## src/rtl/burst_pkg.sv

```systemverilog
package burst_pkg;

    typedef enum logic [0:0] {
        ST_EMPTY = 1'b0,
        ST_BURST = 1'b1
    } burst_state_t;

endpackage

```

## src/rtl/burst_beat_ctr.sv

```systemverilog
module burst_beat_ctr #(
    parameter int BEAT_BITS = 2
) (
    input  logic                 clk,
    input  logic                 rst_n,
    input  logic                 clr,
    input  logic                 step,
    output logic [BEAT_BITS-1:0] beat
);

    localparam logic [BEAT_BITS-1:0] LAST_BEAT = {BEAT_BITS{1'b1}};

    always_ff @(posedge clk) begin
        if (!rst_n) begin
            beat <= '0;
        end else if (clr) begin
            beat <= '0;
        end else if (step) begin
            beat <= beat + 1'b1;
        end
    end

    // the beat count returns to zero after the last beat
    assert_wrap_R5: assert property (@(posedge clk) disable iff (!rst_n)
        (step && !clr && beat == LAST_BEAT) |=> (beat == '0));

endmodule

```

## src/rtl/burst_order_map.sv

```systemverilog
module burst_order_map #(
    parameter int BEAT_BITS = 2
) (
    input  logic                 order_sel,
    input  logic [BEAT_BITS-1:0] start_off,
    input  logic [BEAT_BITS-1:0] beat,
    output logic [BEAT_BITS-1:0] low_out
);

    logic [BEAT_BITS-1:0] lin_off;
    logic [BEAT_BITS-1:0] ilv_off;

    assign lin_off = start_off + beat;

    for (genvar b = 0; b < BEAT_BITS; b++) begin : g_ilv
        assign ilv_off[b] = start_off[b] ^ beat[b];
    end

    always_comb begin
        if (order_sel) begin
            low_out = ilv_off;
        end else begin
            low_out = lin_off;
        end
    end

endmodule

```

## src/rtl/burst_addr_gen.sv

```systemverilog
module burst_addr_gen #(
    parameter int AW        = 20,
    parameter int BEAT_BITS = 2
) (
    input  logic          clk,
    input  logic          rst_n,
    input  logic          cke_n,
    input  logic          adv_n,
    input  logic          order_sel,
    input  logic [AW-1:0] ld_addr,
    output logic [AW-1:0] burst_addr,
    output logic          loaded
);
    import burst_pkg::*;

    localparam int UPPER_W = AW - BEAT_BITS;

    burst_state_t         state;
    burst_state_t         state_nx;
    logic [AW-1:0]        base_q;
    logic [BEAT_BITS-1:0] beat;
    logic [BEAT_BITS-1:0] low_bits;
    logic                 load_ev;
    logic                 step_ev;

    assign load_ev = !cke_n && !adv_n;
    assign step_ev = !cke_n && adv_n && (state == ST_BURST);

    // next-state process
    always_comb begin
        state_nx = state;
        unique case (state)
            ST_EMPTY: if (load_ev) state_nx = ST_BURST;
            ST_BURST: state_nx = ST_BURST;
        endcase
    end

    // state register
    always_ff @(posedge clk) begin
        if (!rst_n) begin
            state <= ST_EMPTY;
        end else begin
            state <= state_nx;
        end
    end

    // start address register
    always_ff @(posedge clk) begin
        if (!rst_n) begin
            base_q <= '0;
        end else if (load_ev) begin
            base_q <= ld_addr;
        end
    end

    burst_beat_ctr #(.BEAT_BITS(BEAT_BITS)) u_ctr (
        .clk   (clk),
        .rst_n (rst_n),
        .clr   (load_ev),
        .step  (step_ev),
        .beat  (beat)
    );

    burst_order_map #(.BEAT_BITS(BEAT_BITS)) u_map (
        .order_sel (order_sel),
        .start_off (base_q[BEAT_BITS-1:0]),
        .beat      (beat),
        .low_out   (low_bits)
    );

    // output process
    always_comb begin
        loaded     = (state == ST_BURST);
        burst_addr = {base_q[AW-1:BEAT_BITS], low_bits};
    end

    assert_load_R2: assert property (@(posedge clk) disable iff (!rst_n)
        (!cke_n && !adv_n) |=> (burst_addr == $past(ld_addr) && loaded));

    assert_linear_step_R3: assert property (@(posedge clk) disable iff (!rst_n)
        (!cke_n && adv_n && loaded && !order_sel) |=>
        (burst_addr[BEAT_BITS-1:0] ==
         BEAT_BITS'($past(burst_addr[BEAT_BITS-1:0]) + 1'b1)));

    assert_upper_fixed_R6: assert property (@(posedge clk) disable iff (!rst_n)
        (!cke_n && adv_n) |=>
        (burst_addr[AW-1:BEAT_BITS] == $past(burst_addr[AW-1:BEAT_BITS])));

    assert_hold_R7: assert property (@(posedge clk) disable iff (!rst_n)
        cke_n |=> ($stable(burst_addr) && $stable(loaded)));

    assert_empty_adv_R8: assert property (@(posedge clk) disable iff (!rst_n)
        (!loaded && adv_n) |=> (!loaded && burst_addr == '0));

    initial begin
        assert_width_ok: assert (UPPER_W > 0);
    end

endmodule

```

## config.mk

```make
export PLATFORM = sky130hd
export DESIGN_NAME = burst_addr_gen
export DESIGN_NICKNAME = d
export VERILOG_FILES = /design/src/rtl/burst_pkg.sv /design/src/rtl/burst_beat_ctr.sv /design/src/rtl/burst_order_map.sv /design/src/rtl/burst_addr_gen.sv
export SDC_FILE = /design/constraint.sdc
export NUM_CORES = 1
export LEC_CHECK = 0
export ABC_CLOCK_PERIOD_IN_PS = 2400
export BUFFER_PORTS_ARGS = -buffer_cell sky130_fd_sc_hd__buf_2
export CAP_MARGIN = 10
export CORE_UTILIZATION = 49
export DETAILED_ROUTE_END_ITERATION = 7
export PLACE_DENSITY_LB_ADDON = 0.05
export SYNTH_ARGS = -nofsm -noshare
export SYNTH_HDL_FRONTEND = slang
export SYNTH_SLANG_ARGS = --single-unit
export TNS_END_PERCENT = 30
```

## constraint.sdc

```tcl
create_clock -name clk -period 2.4 [get_ports clk]
set_input_delay 0.48 -clock clk [delete_from_list [all_inputs] [get_ports clk]]
set_output_delay 0.48 -clock clk [all_outputs]
set_load 0.01 [all_outputs]
```

==> reports/qor.json <==
{
  "sta": {
    "finalSetupTns_ns": 0,
    "max_freq_mhz": 577.5,
    "final_min_period_over_clock_period": 0.7215,
    "relSlewSlack": 0.7490,
    "final_critical_path_time_including_i_o_delays_and_setup_ns": 1.731,
    "worst-slew-pin-transition_ns": 0.3765,
    "clock-skew-final_ns": 0.0002287,
    "slew_violations": 0,
    "rsz_0062_raised_after_global_routing": "false",
    "setup_viol_count_final": 0,
    "worst_hold_slack_ns": 0.4070,
    "hold_violations": 0
  },
  "clock_tree": {
    "post-cts-setup-buffer-count": 0,
    "clkLatencyLatePin_ns": 0.30,
    "cts-buffers-inserted": 3,
    "tritoncts": "yes",
    "post_cts_resize_count": 0,
    "cts_sinks": 23,
    "ctsRootBufferMaster": "sky130_fd_sc_hd__clkbuf_4",
    "cts_max_path_buffers": 2,
    "cts_max_level": 1,
    "cts.clk_slew.worst_paths_ns": 0.12,
    "post_cts_hold_buffer_count": 0
  },
  "critical_path": {
    "cp_data_arrival_time_ns": 1.25,
    "worst_r2r_start": "loaded",
    "crit_chain": "ha_1 -> nor2b_1 -> xnor2_1 -> buf_2",
    "reg2reg_depth": 3,
    "critical-path-max-stage-delay_ns": 0.39,
    "worst-path-max-fanout": 5,
    "crit_path_end_kind": "output port",
    "regToRegEndpoint": "u_ctr.beat[1]",
    "worstSetupPathType": "flop to output port",
    "critical_path.n_buffers_inverters": 1,
    "cp_data_required_time_ns": 1.92,
    "ff2ff_setup_slack_ns": 1.26,
    "setup.worst_path.start_class": "flop",
    "critical_path_s_top_delay_family": "flip-flops",
    "critical_path.slowest_cell": "sky130_fd_sc_hd__dfxtp_1"
  },
  "final_layout": {
    "synthToLayoutAreaGrowth_pct": 12.68,
    "finish.cell_count_without_fillers": 176,
    "antenna_cells": 0,
    "finish.net_count": 176,
    "multi_input_gate_area_in_the_final_layout_um2": 412.9,
    "fill_cell_total_of_the_finished_layout": 189,
    "register_area_um2": 460.4,
    "post_route_cells_drive_above_1_share": 0.3423
  },
  "place": {
    "dp.cells": 172,
    "final_weighted_congestion_in_routability_driven_placement": 0.6190,
    "place.detailed.hpwl_mm": 1.209,
    "portBuffers": 45
  },
  "global_route": {
    "grt_pass1_wl_mm": 2.470,
    "maximum_number_of_pins_on_one_net_before_global_route_repair": 24,
    "grt.overflow.total": 0,
    "number_of_antenna_violations_at_the_first_check_in_global_routing": 0,
    "via_count_of_the_first_global_routing_pass": 615,
    "gr-usage-all-layers": 0.1533
  },
  "synthesis": {
    "synth.top_cell.area_share": 0.4444,
    "synth_area_mm2": 0.001036,
    "synth_warnings": 0,
    "synth.top_cells.by_count": "41 x sky130_fd_sc_hd__nand2_1, 23 x sky130_fd_sc_hd__dfxtp_1, 22 x sky130_fd_sc_hd__a21boi_0",
    "ys_seq_area_frac": 0.4444,
    "post-synth-top-area-cell": "sky130_fd_sc_hd__dfxtp_1",
    "synth_most_common_cell": "sky130_fd_sc_hd__nand2_1",
    "synthFlopType": "sky130_fd_sc_hd__dfxtp_1",
    "syn_area_per_cell_um2": 8.423,
    "synth_area_leaders": "sky130_fd_sc_hd__dfxtp_1 44%, sky130_fd_sc_hd__a21boi_0 16%, sky130_fd_sc_hd__nand2_1 15%",
    "async_flop_share": 0,
    "synth_edf_count": 0,
    "mappedNetlistNets": 149,
    "post_synthesis_sequential_element_count": 23,
    "synthDistinctLibCells": 16,
    "syn_inst": 123
  },
  "power": {
    "p_seq_frac": 0.611,
    "cellInternalPower_w": 0.0005027,
    "switching_share": 0.2457,
    "combinationalPowerShare": 0.129,
    "cellPowerDensity_mw_per_mm2": 571.0,
    "static-leakage-power_nw": 0.5361,
    "power.clock.fraction": 0.261,
    "switchingPower_w": 0.0001638,
    "vdd_ir_drop_max_uv": 402.8
  },
  "route": {
    "drt_iter0_drc": 3,
    "antenna_left": 0,
    "wl_per_cell_um": 9.597,
    "wl_mm": 1.689,
    "routed_via_density": 4.602,
    "detail_route.drc_violations": 0,
    "vias": 810,
    "drt_first_pass_iters": 2
  },
  "outcome": {
    "outcome": "finished, final reports clean"
  },
  "floorplan": {
    "die-area_mm2": 0.002302,
    "initial_core_util": 0.5227,
    "die_height_um": 47.98,
    "rows": 16,
    "die_w_um": 47.98,
    "core_area_mm2": 0.001982,
    "io-pin-count": 46
  },
  "worst_hold_path": {
    "whs_endpoint": "base_q[9]",
    "worst_hold_path.num_cells": 3,
    "min_from": "ld_addr[9]",
    "worst_hold_path_type": "input port to flop"
  },
  "job": {
    "drv_cap": 0
  }
}
power by group through the flow:
stage / combinational, W / sequential, W / clock, W
CTS: 0.0000873 / 0.000407 / 0.000183
finish: 0.0000857 / 0.000407 / 0.000174
detailed placement: 0.0000872 / 0.000416 / 0
global placement: 0.0000857 / 0.000415 / 0
global route: 0.0000975 / 0.000410 / 0.000200
floorplan: 0.0000639 / 0.000415 / 0
how the worst max path moves through the flow:
stage / from / to / slack (ns) / cells past startpoint
global placement: order_sel / burst_addr[1] / 0.96 / 4
detailed placement: order_sel / burst_addr[1] / 0.94 / 4
floorplan: u_ctr.beat[0] / burst_addr[1] / 1.09 / 3
global route: u_ctr.beat[0] / burst_addr[1] / 0.50 / 4
finish: u_ctr.beat[0] / burst_addr[1] / 0.67 / 4
CTS: u_ctr.beat[0] / burst_addr[1] / 0.63 / 4
tightest hold or removal path, cell delays in order:
cell	delay (ns)
sky130_fd_sc_hd__buf_2	0.10
sky130_fd_sc_hd__nand2_1	0.04
sky130_fd_sc_hd__a21boi_0	0.06
metrics by stage:
step                setup WS (ns)  area, µm²  total power, W  utilization
global placement           0.9637       1140       0.0005008       0.5751
finish                     0.6685       1167       0.0006665       0.5890
floorplan                   1.092       1036       0.0004790            -
CTS                        0.6277       1167       0.0006774       0.5890
detailed placement         0.9381       1140       0.0005032       0.5751
global route               0.5038       1167       0.0007080       0.5890
placed cells by master (no fill, tap or decap), drive strengths merged:
cell    Yosys  layout
or2         1       1
o21a        1       1
nor2b       2       2
or4b        1       1
o21ai       2       2
clkbuf      2       3
or3         1       1
dfxtp      23      23
a21boi     23      23
nor2        1       1
buf        22      46
nand2      41      41
xnor2       2       2
ha          1       1
clkinv      0       1
cell families after synthesis:
group	count (synthesis)	share of synthesized area
and+or+nand+nor	47	0.1860
AOI/OAI and AO/OA	26	0.1836
buffers and inverters	24	0.1570
DFF	23	0.4444
xor gates and xnor gates	2	0.01691
adders and majority gates	1	0.01208
registers in the layout, indices dropped and copies added (netlist names):
name,cells
u_ctr.beat,2
loaded,1
base_q,20
cell type report:
type	count	area share
clock inverter	1	0.004287
tap	27	0.02894
sequential	23	0.3944
clock buffer	3	0.01929
multi-input combinational	76	0.3537
timing repair buffer	46	0.1994
metal layers:
metal	wire length (µm)	global-route usage
met5	0	0
met3	84	0.03396
met2	770	0.2405
met4	13	0.06667
met1	821	0.2014
Power figures use the tool's default switching activity.
